[src/rtl/msq_pkg.sv]
package msq_pkg;

    typedef enum logic [2:0] {
        ST_IDLE,
        ST_HOLD,
        ST_CFG_TP,
        ST_CFG_BIN,
        ST_CFG_FULL
    } msq_state_t;

    typedef enum logic [1:0] {
        MD_NONE,
        MD_TP,
        MD_BIN,
        MD_FULL
    } msq_mode_t;

    // Bit positions inside the request vector
    localparam int REQ_TP   = 0;
    localparam int REQ_FULL = 1;
    localparam int REQ_BIN  = 2;
    localparam int NUM_REQ  = 3;
    localparam int NUM_SEQ  = 3;

    function automatic logic [7:0] seq_addr_base(input int lane);
        case (lane)
            0:       return 8'h10;
            1:       return 8'h20;
            default: return 8'h30;
        endcase
    endfunction

    function automatic logic [7:0] seq_data_base(input int lane);
        case (lane)
            0:       return 8'hA0;
            1:       return 8'hB0;
            default: return 8'hC0;
        endcase
    endfunction

endpackage

[src/rtl/msq_prio_pick.sv]
module msq_prio_pick
    import msq_pkg::*;
#(
    parameter int REQ_W = NUM_REQ
) (
    input  logic [REQ_W-1:0] req,
    output msq_mode_t        pick
);

    always_comb begin
        pick = MD_NONE;
        if (req[REQ_TP])
            pick = MD_TP;
        else if (req[REQ_BIN])
            pick = MD_BIN;
        else if (req[REQ_FULL])
            pick = MD_FULL;
    end

endmodule

[src/rtl/msq_entry_gen.sv]
module msq_entry_gen
    import msq_pkg::*;
#(
    parameter int ADDR_W   = 8,
    parameter int DATA_W   = 8,
    parameter int IDX_W    = 2,
    parameter int TP_LEN   = 3,
    parameter int BIN_LEN  = 4,
    parameter int FULL_LEN = 2
) (
    input  msq_mode_t         mode,
    input  logic [IDX_W-1:0]  idx,
    output logic [ADDR_W-1:0] addr,
    output logic [DATA_W-1:0] data,
    output logic              last
);

    logic [ADDR_W-1:0] lane_addr [NUM_SEQ];
    logic [DATA_W-1:0] lane_data [NUM_SEQ];
    logic              lane_last [NUM_SEQ];

    // One lane per sequence; lane 0 test pattern, 1 binning, 2 full frame
    for (genvar g = 0; g < NUM_SEQ; g++) begin : g_lane
        localparam int LEN = (g == 0) ? TP_LEN : (g == 1) ? BIN_LEN : FULL_LEN;
        always_comb begin
            lane_addr[g] = ADDR_W'(seq_addr_base(g)) + ADDR_W'(idx);
            lane_data[g] = DATA_W'(seq_data_base(g)) + DATA_W'(idx);
            lane_last[g] = (idx == IDX_W'(LEN - 1));
        end
    end

    always_comb begin
        addr = '0;
        data = '0;
        last = 1'b0;
        unique case (mode)
            MD_TP: begin
                addr = lane_addr[0];
                data = lane_data[0];
                last = lane_last[0];
            end
            MD_BIN: begin
                addr = lane_addr[1];
                data = lane_data[1];
                last = lane_last[1];
            end
            MD_FULL: begin
                addr = lane_addr[2];
                data = lane_data[2];
                last = lane_last[2];
            end
            default: begin
                addr = '0;
                data = '0;
                last = 1'b0;
            end
        endcase
    end

endmodule

[src/rtl/msq_step_ctr.sv]
module msq_step_ctr #(
    parameter int IDX_W   = 2,
    parameter int MAX_LEN = 4
) (
    input  logic             clk,
    input  logic             rst,
    input  logic             clr,
    input  logic             adv,
    input  logic             wrap,
    output logic [IDX_W-1:0] idx
);

    always_ff @(posedge clk) begin
        if (rst || clr)
            idx <= '0;
        else if (adv && wrap)
            idx <= '0;
        else if (adv)
            idx <= idx + 1'b1;
    end

    AST_IDX_IN_RANGE: assert property (@(posedge clk) disable iff (rst)
        int'(idx) < MAX_LEN);

endmodule

[src/rtl/msq_seq.sv]
module msq_seq
    import msq_pkg::*;
#(
    parameter int ADDR_W   = 8,
    parameter int DATA_W   = 8,
    parameter int TP_LEN   = 3,
    parameter int BIN_LEN  = 4,
    parameter int FULL_LEN = 2
) (
    input  logic              clk,
    input  logic              rst,
    input  logic [2:0]        mode_req,
    input  logic              sns_ready,
    input  logic              wr_ack,
    output logic [ADDR_W-1:0] reg_addr,
    output logic [DATA_W-1:0] reg_data,
    output logic              wr_req,
    output logic              done
);

    localparam int MAX_A   = (TP_LEN > BIN_LEN) ? TP_LEN : BIN_LEN;
    localparam int MAX_LEN = (MAX_A > FULL_LEN) ? MAX_A : FULL_LEN;
    localparam int IDX_W   = (MAX_LEN > 1) ? $clog2(MAX_LEN) : 1;

    msq_state_t       state;
    msq_state_t       nxt;
    msq_mode_t        pick;
    msq_mode_t        act_mode;
    logic [IDX_W-1:0] idx;
    logic             last;
    logic             in_cfg;
    logic             accept;

    msq_prio_pick #(.REQ_W(NUM_REQ)) u_pick (
        .req  (mode_req),
        .pick (pick)
    );

    msq_entry_gen #(
        .ADDR_W   (ADDR_W),
        .DATA_W   (DATA_W),
        .IDX_W    (IDX_W),
        .TP_LEN   (TP_LEN),
        .BIN_LEN  (BIN_LEN),
        .FULL_LEN (FULL_LEN)
    ) u_gen (
        .mode (act_mode),
        .idx  (idx),
        .addr (reg_addr),
        .data (reg_data),
        .last (last)
    );

    msq_step_ctr #(.IDX_W(IDX_W), .MAX_LEN(MAX_LEN)) u_ctr (
        .clk  (clk),
        .rst  (rst),
        .clr  (!in_cfg),
        .adv  (accept),
        .wrap (last),
        .idx  (idx)
    );

    // Next state: hold by default, later assignments override
    always_comb begin
        nxt = state;
        unique case (state)
            ST_IDLE: begin
                if (sns_ready)
                    nxt = ST_HOLD;
            end
            ST_HOLD: begin
                nxt = ST_HOLD;
                if (!sns_ready)
                    nxt = ST_IDLE;
                else if (pick == MD_TP)
                    nxt = ST_CFG_TP;
                else if (pick == MD_BIN)
                    nxt = ST_CFG_BIN;
                else if (pick == MD_FULL)
                    nxt = ST_CFG_FULL;
            end
            ST_CFG_TP, ST_CFG_BIN, ST_CFG_FULL: begin
                if (wr_ack && last)
                    nxt = ST_IDLE;
            end
            default: nxt = ST_IDLE;
        endcase
    end

    // State register and done pulse
    always_ff @(posedge clk) begin
        if (rst) begin
            state <= ST_IDLE;
            done  <= 1'b0;
        end else begin
            state <= nxt;
            done  <= accept && last;
        end
    end

    // Moore outputs decoded from the state
    always_comb begin
        act_mode = MD_NONE;
        in_cfg   = 1'b0;
        unique case (state)
            ST_CFG_TP:   begin act_mode = MD_TP;   in_cfg = 1'b1; end
            ST_CFG_BIN:  begin act_mode = MD_BIN;  in_cfg = 1'b1; end
            ST_CFG_FULL: begin act_mode = MD_FULL; in_cfg = 1'b1; end
            default:     begin act_mode = MD_NONE; in_cfg = 1'b0; end
        endcase
        wr_req = in_cfg;
        accept = in_cfg && wr_ack;
    end

    AST_WRITE_AFTER_READY: assert property (@(posedge clk) disable iff (rst)
        $rose(wr_req) |-> $past(sns_ready));

    AST_STALL_STABLE: assert property (@(posedge clk) disable iff (rst)
        (wr_req && !wr_ack) |=> (wr_req && $stable(reg_addr) && $stable(reg_data)));

    AST_DONE_ONE_CYCLE: assert property (@(posedge clk) disable iff (rst)
        done |=> !done);

    AST_DONE_AFTER_ACCEPT: assert property (@(posedge clk) disable iff (rst)
        done |-> $past(wr_req && wr_ack));

    AST_DONE_NO_WRITE: assert property (@(posedge clk) disable iff (rst)
        done |-> !wr_req);

    AST_RESET_QUIET: assert property (@(posedge clk)
        rst |=> (!wr_req && !done));

endmodule

[config.mk]
export PLATFORM = sky130hd
export DESIGN_NAME = msq_seq
export DESIGN_NICKNAME = d
export VERILOG_FILES = /design/src/rtl/msq_pkg.sv /design/src/rtl/msq_prio_pick.sv /design/src/rtl/msq_entry_gen.sv /design/src/rtl/msq_step_ctr.sv /design/src/rtl/msq_seq.sv
export SDC_FILE = /design/constraint.sdc
export NUM_CORES = 1
export LEC_CHECK = 0
export BUFFER_PORTS_ARGS = -buffer_cell sky130_fd_sc_hd__clkbuf_2
export CORE_MARGIN = 4
export CORE_UTILIZATION = 40
export CTS_BUF_LIST = sky130_fd_sc_hd__clkbuf_16
export CTS_CLUSTER_SIZE = 40
export DETAILED_ROUTE_END_ITERATION = 10
export PLACE_DENSITY = 0.66
export SETUP_SLACK_MARGIN = 0.4
export SLEW_MARGIN = 0
export SYNTH_ARGS = -nofsm -noshare
export SYNTH_HDL_FRONTEND = slang
export SYNTH_HIERARCHICAL = 1
export SYNTH_SLANG_ARGS = --single-unit
[constraint.sdc]
create_clock -name clk -period 4.9 [get_ports clk]
set_input_delay 0.735 -clock clk [delete_from_list [all_inputs] [get_ports clk]]
set_output_delay 0.735 -clock clk [all_outputs]
set_load 0.02 [all_outputs]
==> impl_metrics.toml, run 1 <==
[worst_setup_path]
crit_required_ps = 4160
path_common_cell = "inv_1"
startpoint_type = "flop"
cp.arrival_ps = 1900
cp_max_fo = 6
critPathCaptureType = "primary output"
cpMaxStageDelayCell = "dfxtp_1"
worstSetupPathType = "reg -> out"
critPathBufInv = 3
critical_path.top_delay_family = "compound AO/OA/AOI/OAI gates"
crit_chain = "nand2b_1, a21oi_1, inv_1, ha_1, inv_1, o211a_1, clkbuf_2"
cp_slowest_stage_delay_ps = 410

[yosys]
synthFlopType = "dfxtp_1"
syn_area_per_cell_sq_um = 8.74
syn_inst = 64
synth_area_sq_um = 559
ys_ff_latch = 6
ys_seq_area_share_pct = 21.5
synth_edf_count = 0
async_flop_share_pct = 0
ys_types = 27
ys_warn_count = 6

[global_routing]
grt_pass1_wl_mm = 1.62
antenna_found_initial = 0
grt_max_degree = 9
grt_usage_pct = 11.3
grt-ovfl-total = 0
grt_pass1_vias = 392

[sta]
timing.fmax_ghz = 0.380
setup_tns_ps = 0
min_period_over_period_pct = 53.8
maxSlewViolCount = 0
min_period_ps = 2630
fin_worst_skew_ps = 0.844
rsz0062_at_grt = "no"
setup_viol = 0
hold_viol_final = 0

[floorplan]
ioPinCount = 25
die_y_um = 45.4
rows = 13
start_util_pct = 43.0
core_sq_mm = 0.00130
die_width_um = 45.4
die_area_sq_mm = 0.00206

[clock_tree]
cts_made_buffers = 3
cts.sinks = 6
cts_resized = 0
clock_latency_ps = 230
post_cts_buffers = 0
path_clk_slew_ps = 30
root_buffer = "clkbuf_16"
cts_tree = "built"
clock_tree.htree_level_count = 1
ctsHoldBuffers = 0
clk_path_buf_depth = 2

[layout]
syn_to_final_growth_pct = 23.5
antenna_cells_inserted = 0
drive_gt1_share_pct = 34.6
final_cell_mix = "clkbuf_2, ha_1, nor2_1, dfxtp_1, conb_1"
final_nets = 97
final_common_cell = "clkbuf_2"

[power_and_ir_drop]
vdd_drop_max_v = 0.000209
power.total_mw = 0.210
p_per_area_mw_per_mm2 = 305
leakage_nw = 0.354

[drt]
wl_um = 991
drt_iter0_drc = 7
postRouteAntennaNets = 0
vias = 456
drc_errors = 0
firstDrtPassIters = 4
wire_per_inst_um = 10.3
viasPerCell = 4.75

[place]
io_buffer_count = 18
post-dp-hpwl_um = 816
place_congestion = 0.713

[status]
outcome = "complete, no violations"

[worst_hold_path]
min_path_type = "reg -> reg"

[flow_run]
cap_violations = 0
## worst paths after layout
path	startpoint	endpoint	slack (ps)	cells past startpoint
worst max register to register	state[1]	state[0]	2800	7
worst min register to register	u_ctr/idx[0]	u_ctr/idx[0]	530	2
worst min-delay path	u_ctr/idx[0]	u_ctr/idx[0]	530	2
worst max-delay path	state[1]	reg_addr[1]	2270	7
## power breakdown
group / total, mW / switching [mW] / leakage, nW / internal, mW
combinational: 0.0264 / 0.0171 / 0.268 / 0.00936
sequential: 0.0525 / 0.00208 / 0.0486 / 0.0504
clock: 0.131 / 0.0268 / 0.0370 / 0.105
## state kept, by name (all words and copies together), names as in the netlist
signal     count
done           1
u_ctr/idx      2
state          3
## logic make-up after synthesis
family | synth area share (%)
AND/OR/NAND/NOR | 25.5
flip-flops | 21.5
adder cells (fa/ha/maj) | 15.7
buffers and inverters | 15.4
other | 0.670
AO/OA/AOI/OAI | 19.7
XOR/XNOR | 1.57
## worst reg2reg max path: cells and delay by family, from the launching register on
kind	cells	cell delay, ps
flops	1	410
buf+inv	1	120
compound gates	3	760
fa+ha+maj	1	270
simple gates	2	430
## area by class of cell
cell class	count	area, sq um
multi-input combinational	50	372
fill	136	611
clock buffer	3	75.1
timing repair buffer	18	90.1
tap	15	18.8
inverter	4	15.0
sequential	6	120
## metal layers
| metal | share of wire, % | up-vias | wire length, um | global-route usage [%] |
|---|---|---|---|---|
| li1 | - | 242 | - | - |
| met1 | 41 | 200 | 406 | 12.6 |
| met2 | 50 | 10 | 495 | 16.4 |
| met3 | 7.5 | 4 | 74 | 7.51 |
| met4 | 1.4 | 0 | 14 | 5.26 |
| met5 | 0 | - | 0 | 0 |
## cell usage after synthesis (all sizes together), types with 2 or more instances
master  number  area (sq um)
a21o         2          16.3
a21oi        4          20.0
a32o         3          30.0
buf          9          71.3
dfxtp        6           120
ha           7          87.6
inv          4          15.0
nand2        3          11.3
nand2b       3          18.8
nor2         6          22.5
nor3b        2          15.0
or2          2          12.5
or3b         2          20.0
## metrics by stage
stage               setup slack [ps]  std cells  utilization [%]  instance area [sq um]  hold slack [ps]
finish                          2270         96             53.1                    691              528
global route                    2080         96             53.1                    691              586
CTS                             2240         96             53.1                    691              530
detailed placement              2490         93             47.3                    616              525
global placement                2530         93             47.3                    616              517
floorplan                       2380         69                -                    578              488
(Power assumes the default switching activity.)
==> inputs of run 2 (changes only) <==
clock period = 2.75 ns   (was 4.9 ns; I/O delays follow)
==> run 2 against run 1 <==
Hold slack worse by 110 ps. Largest cell class unchanged. Flip-flop and latch count unchanged. Non-clock buffer count unchanged. Critical path depth unchanged. Critical path type unchanged. Core utilization up 1.4 points. Setup slack worse by 1800 ps. Global-route usage up 0.34 points. Sequential power up 80%. Critical endpoint is now reg_data[1].
==> impl_metrics.toml, run 2 (synthesis gave the netlist of run 1 again) <==
[sta]
min_period_ps = 2240
rsz0062_at_grt = "no"
hold_viol_final = 0
min_period_over_period_pct = 81.3
setup_tns_ps = 0
maxSlewViolCount = 0
fin_worst_skew_ps = 3.10
timing.fmax_ghz = 0.447
fin_ws_ps = 515
setup_viol = 0

[clock_tree]
path_clk_slew_ps = 30
clock_latency_ps = 230
cts_resized = 0
clk_path_buf_depth = 2
cts_tree = "built"
cts.sinks = 6
cts_made_buffers = 3
clock_tree.htree_level_count = 1
root_buffer = "clkbuf_16"
ctsHoldBuffers = 0
post_cts_buffers = 0

[floorplan]
die_width_um = 45.4
rows = 13
ioPinCount = 25
die_area_sq_mm = 0.00206
start_util_pct = 43.0
die_y_um = 45.4
core_sq_mm = 0.00130

[status]
outcome = "complete, no violations"

[flow_run]
cap_violations = 0

[worst_setup_path]
reg2reg_setup_slack_ps = 680
crit_required_ps = 2340
cp.arrival_ps = 1820
worstRegToRegCells = 7
crit_start = "state[1]"
cp_max_fo = 6
worstSetupPathType = "reg -> out"
reg2reg_to = "state[0]"
critPathCaptureType = "primary output"
startpoint_type = "flop"
r2r_start = "state[1]"

[worst_hold_path]
min_path_type = "in -> reg"
min-delay-start = "rst"
hold_depth = 2
hold_path_end = "done"

[layout]
fin_util_pct = 54.5
fill_cells = 126
syn_to_final_growth_pct = 26.8
largest_register_ff_count = 3
final_nets = 97
multi_input_area_sq_um = 390
reg_top3 = "state: 3 flops, u_ctr/idx: 2 flops, done: 1 flops"
top_register = "state"
drive_gt1_share_pct = 38.3
ff_latch_area_sq_um = 120
antenna_cells_inserted = 0
final_cell_mix = "clkbuf_2, ha_1, nor2_1, dfxtp_1, conb_1"
final_common_cell = "clkbuf_2"

[global_routing]
antenna_found_initial = 0
grt_usage_pct = 11.7
grt_pass1_wl_mm = 1.64
grt-ovfl-total = 0
grt_pass1_vias = 395
grt_max_degree = 9

[place]
post-dp-hpwl_um = 840
io_buffer_count = 18
pre_cts_ws_ps = 654
place_congestion = 0.732

[power_and_ir_drop]
power.switching_mw = 0.0857
switching_share_pct = 22.6
vdd_drop_max_v = 0.000426
power_frac_clock_pct = 62.1
power.total_mw = 0.380
intPower_mw = 0.294
leakage_nw = 0.358
p_comb_share_pct = 13.1
p_per_area_mw_per_mm2 = 536
seqPwrFrac_pct = 24.8

[drt]
vias = 477
firstDrtPassIters = 4
drc_errors = 0
postRouteAntennaNets = 0
wire_per_inst_um = 11.3
drt_iter0_drc = 2
viasPerCell = 4.97
wl_mm = 1.08
-- run 2: layout make-up --
cell class                 instances  area share [%]
multi-input combinational         50            55.0
sequential                         6            16.9
timing repair buffer              18            12.7
clock buffer                       3            10.6
tap                               15            2.65
inverter                           4            2.12
-- run 2: metal layers --
metal / GRT usage [%] / up-vias / part of all wire (%)
li1: - / 244 / -
met1: 12.0 / 223 / 38
met2: 18.7 / 10 / 55
met3: 7.11 / 0 / 7.1
met4: 5.26 / 0 / 0
met5: 0 / - / 0
-- run 2: power groups by stage --
stage	sequential, mW	clock (mW)	combinational, mW
6_report	0.0944	0.236	0.0496
5_1_grt	0.0950	0.247	0.0551
4_1_cts	0.0934	0.241	0.0484
3_5_place_dp	0.0947	0	0.0480
3_3_place_gp	0.0945	0	0.0471
2_1_floorplan	0.0926	0	0.0449
-- run 2: worst max path at each step --
stage / slack (ps) / cells past startpoint / to
after CTS: 410 / 7 / reg_data[1]
after floorplan: 550 / 8 / reg_data[1]
after detailed placement: 650 / 7 / state[0]
final: 510 / 7 / reg_data[1]
after global routing: 400 / 7 / reg_data[1]
after global placement: 690 / 7 / state[0]
-- run 2: worst max-delay path, stage by stage, from the launching register on --
cell	delay [ps]
dfxtp_1	420
nor2b_2	250
a21o_2	210
inv_1	70
ha_1	240
inv_1	90
o211a_1	150
clkbuf_2	170
-- run 2: through the flow --
| step | cells | hold slack [ps] | area [sq um] |
|---|---|---|---|
| 2_1_floorplan | 69 | 477 | 578 |
| 3_3_place_gp | 93 | 515 | 616 |
| 3_5_place_dp | 93 | 517 | 616 |
| 4_1_cts | 96 | 415 | 691 |
| 5_1_grt | 96 | 434 | 709 |
| 6_report | 96 | 419 | 709 |
==> inputs of run 3 (changes only) <==
PLACE_DENSITY = 0.68   (was 0.66)
clock period = 1.8 ns   (was 2.75 ns; I/O delays follow)
==> run 3 against run 2 <==
Combinational power grew to 2.6 times the previous value. Clock skew shrank 1.6 ps. Largest power group unchanged. Largest cell class unchanged. The run now ends with setup timing left. Total power grew 67%.
==> impl_metrics.toml, run 3 (synthesis gave the netlist of run 1 again) <==
[sta]
fin_ws_ps = -77.7
min_period_over_period_pct = 104
min_period_ps = 1880
rsz0062_at_grt = "yes"
holdWs_ps = 293
hold_viol_final = 0
setup_tns_ps = -324
maxSlewViolCount = 0
timing.fmax_ghz = 0.533
setup_viol = 8
fin_worst_skew_ps = 1.49

[power_and_ir_drop]
power.switching_mw = 0.150
power_frac_clock_pct = 57.3
vdd_drop_max_v = 0.000625
switching_share_pct = 23.6
p_per_area_mw_per_mm2 = 618
leakage_nw = 0.445
seqPwrFrac_pct = 22.5
p_comb_share_pct = 20.1
intPower_mw = 0.483

[layout]
syn_to_final_growth_pct = 83.0
drive_gt1_share_pct = 69.1
final_nets = 110
reg_top3 = "state: 3 flops, u_ctr/idx: 2 flops, done: 1 flops"
final_common_cell = "buf_4"
top_register = "state"
antenna_cells_inserted = 0
final_cell_mix = "buf_4, clkbuf_2, conb_1"
largest_register_ff_count = 3

[floorplan]
start_util_pct = 43.0
ioPinCount = 25
die_width_um = 45.4
die_area_sq_mm = 0.00206
core_sq_mm = 0.00130
rows = 13
die_y_um = 45.4

[drt]
vias = 544
drc_errors = 0
drt_iter0_drc = 5
wl_mm = 1.41
firstDrtPassIters = 4
wire_per_inst_um = 12.9
postRouteAntennaNets = 0
viasPerCell = 4.99

[worst_setup_path]
worstSetupPathType = "reg -> out"
cpMaxStageDelayCell = "dfxtp_4"
cp_slowest_stage_delay_ps = 390
crit_chain = "nor3b_4, a21o_4, inv_4, ha_4, o211a_4, buf_8"
startpoint_type = "flop"
cp_max_fo = 6
cp.arrival_ps = 1610
critPathCaptureType = "primary output"
crit_required_ps = 1530

[global_routing]
grt_pass1_wl_mm = 2.31
grt_usage_pct = 16.2
grt-ovfl-total = 0
grt_max_degree = 7
antenna_found_initial = 0
grt_pass1_vias = 528

[status]
outcome = "finished with violations"
violations = "setup timing"

[flow_run]
cap_violations = 0

[clock_tree]
cts_made_buffers = 3
clock_tree.htree_level_count = 1
cts_tree = "built"
clk_path_buf_depth = 2
clock_latency_ps = 230
path_clk_slew_ps = 30
ctsHoldBuffers = 0
root_buffer = "clkbuf_16"
cts.sinks = 6

[place]
io_buffer_count = 18
pre_cts_ws_ps = 54.6
place_congestion = 0.784
post-dp-hpwl_um = 950

[worst_hold_path]
min_path_type = "in -> reg"
[run 3: power groups by stage]
stage	clock, mW	sequential (mW)	combinational (mW)
after floorplan	0	0.143	0.0900
after global placement	0	0.146	0.0992
after detailed placement	0	0.146	0.0998
after CTS	0.371	0.143	0.120
after global routing	0.384	0.143	0.138
final	0.363	0.143	0.127
[run 3: path summary, 6_finish.rpt]
check / from / to / slack [ps] / depth (start not counted)
worst max-delay path: state[2] / reg_addr[1] / -80 / 6
worst min-delay path: rst / done / 290 / 2
worst max register to register: state[2] / state[0] / -10 / 7
worst min register to register: u_ctr/idx[0] / u_ctr/idx[0] / 580 / 2
[run 3: critical path: cells and delay by family, from the launching register on]
kind	cells	cell delay, ps
AOI/OAI and AO/OA	2	410
DFF	1	390
and+or+nand+nor	1	230
buffers and inverters	2	180
adders and majority gates	1	160
[run 3: repair_timing]
item / 4_1_cts / 5_1_grt
resized for setup: 26 / 8
pin swaps: 7 / 4
endpoints found under the setup margin: 17 / 17
cloned: 0 / 0
buffers inserted: 7 / 3
[run 3: layout make-up]
type	count	area (sq um)
Clock buffer	3	75.1
Timing Repair Buffer	31	274
Inverter	4	20.0
Fill cell	71	278
Sequential cell	6	129
Tap cell	15	18.8
Multi-Input combinational cell	50	507
[run 3: layer usage]
metal | part of all wire [%] | global-route usage, %
met5 | 0 | 0
met4 | 1.7 | 8.77
met3 | 7.0 | 5.14
met2 | 52 | 27.3
met1 | 39 | 17.7
[run 3: metrics by stage]
step | total power [mW] | cells | utilization (%) | cell area [sq um]
after global routing | 0.666 | 109 | 78.7 | 1020
after CTS | 0.634 | 106 | 76.2 | 991
final | 0.633 | 109 | 78.7 | 1020
after global placement | 0.245 | 96 | 58.8 | 764
after floorplan | 0.233 | 69 | - | 712
after detailed placement | 0.246 | 96 | 58.8 | 764
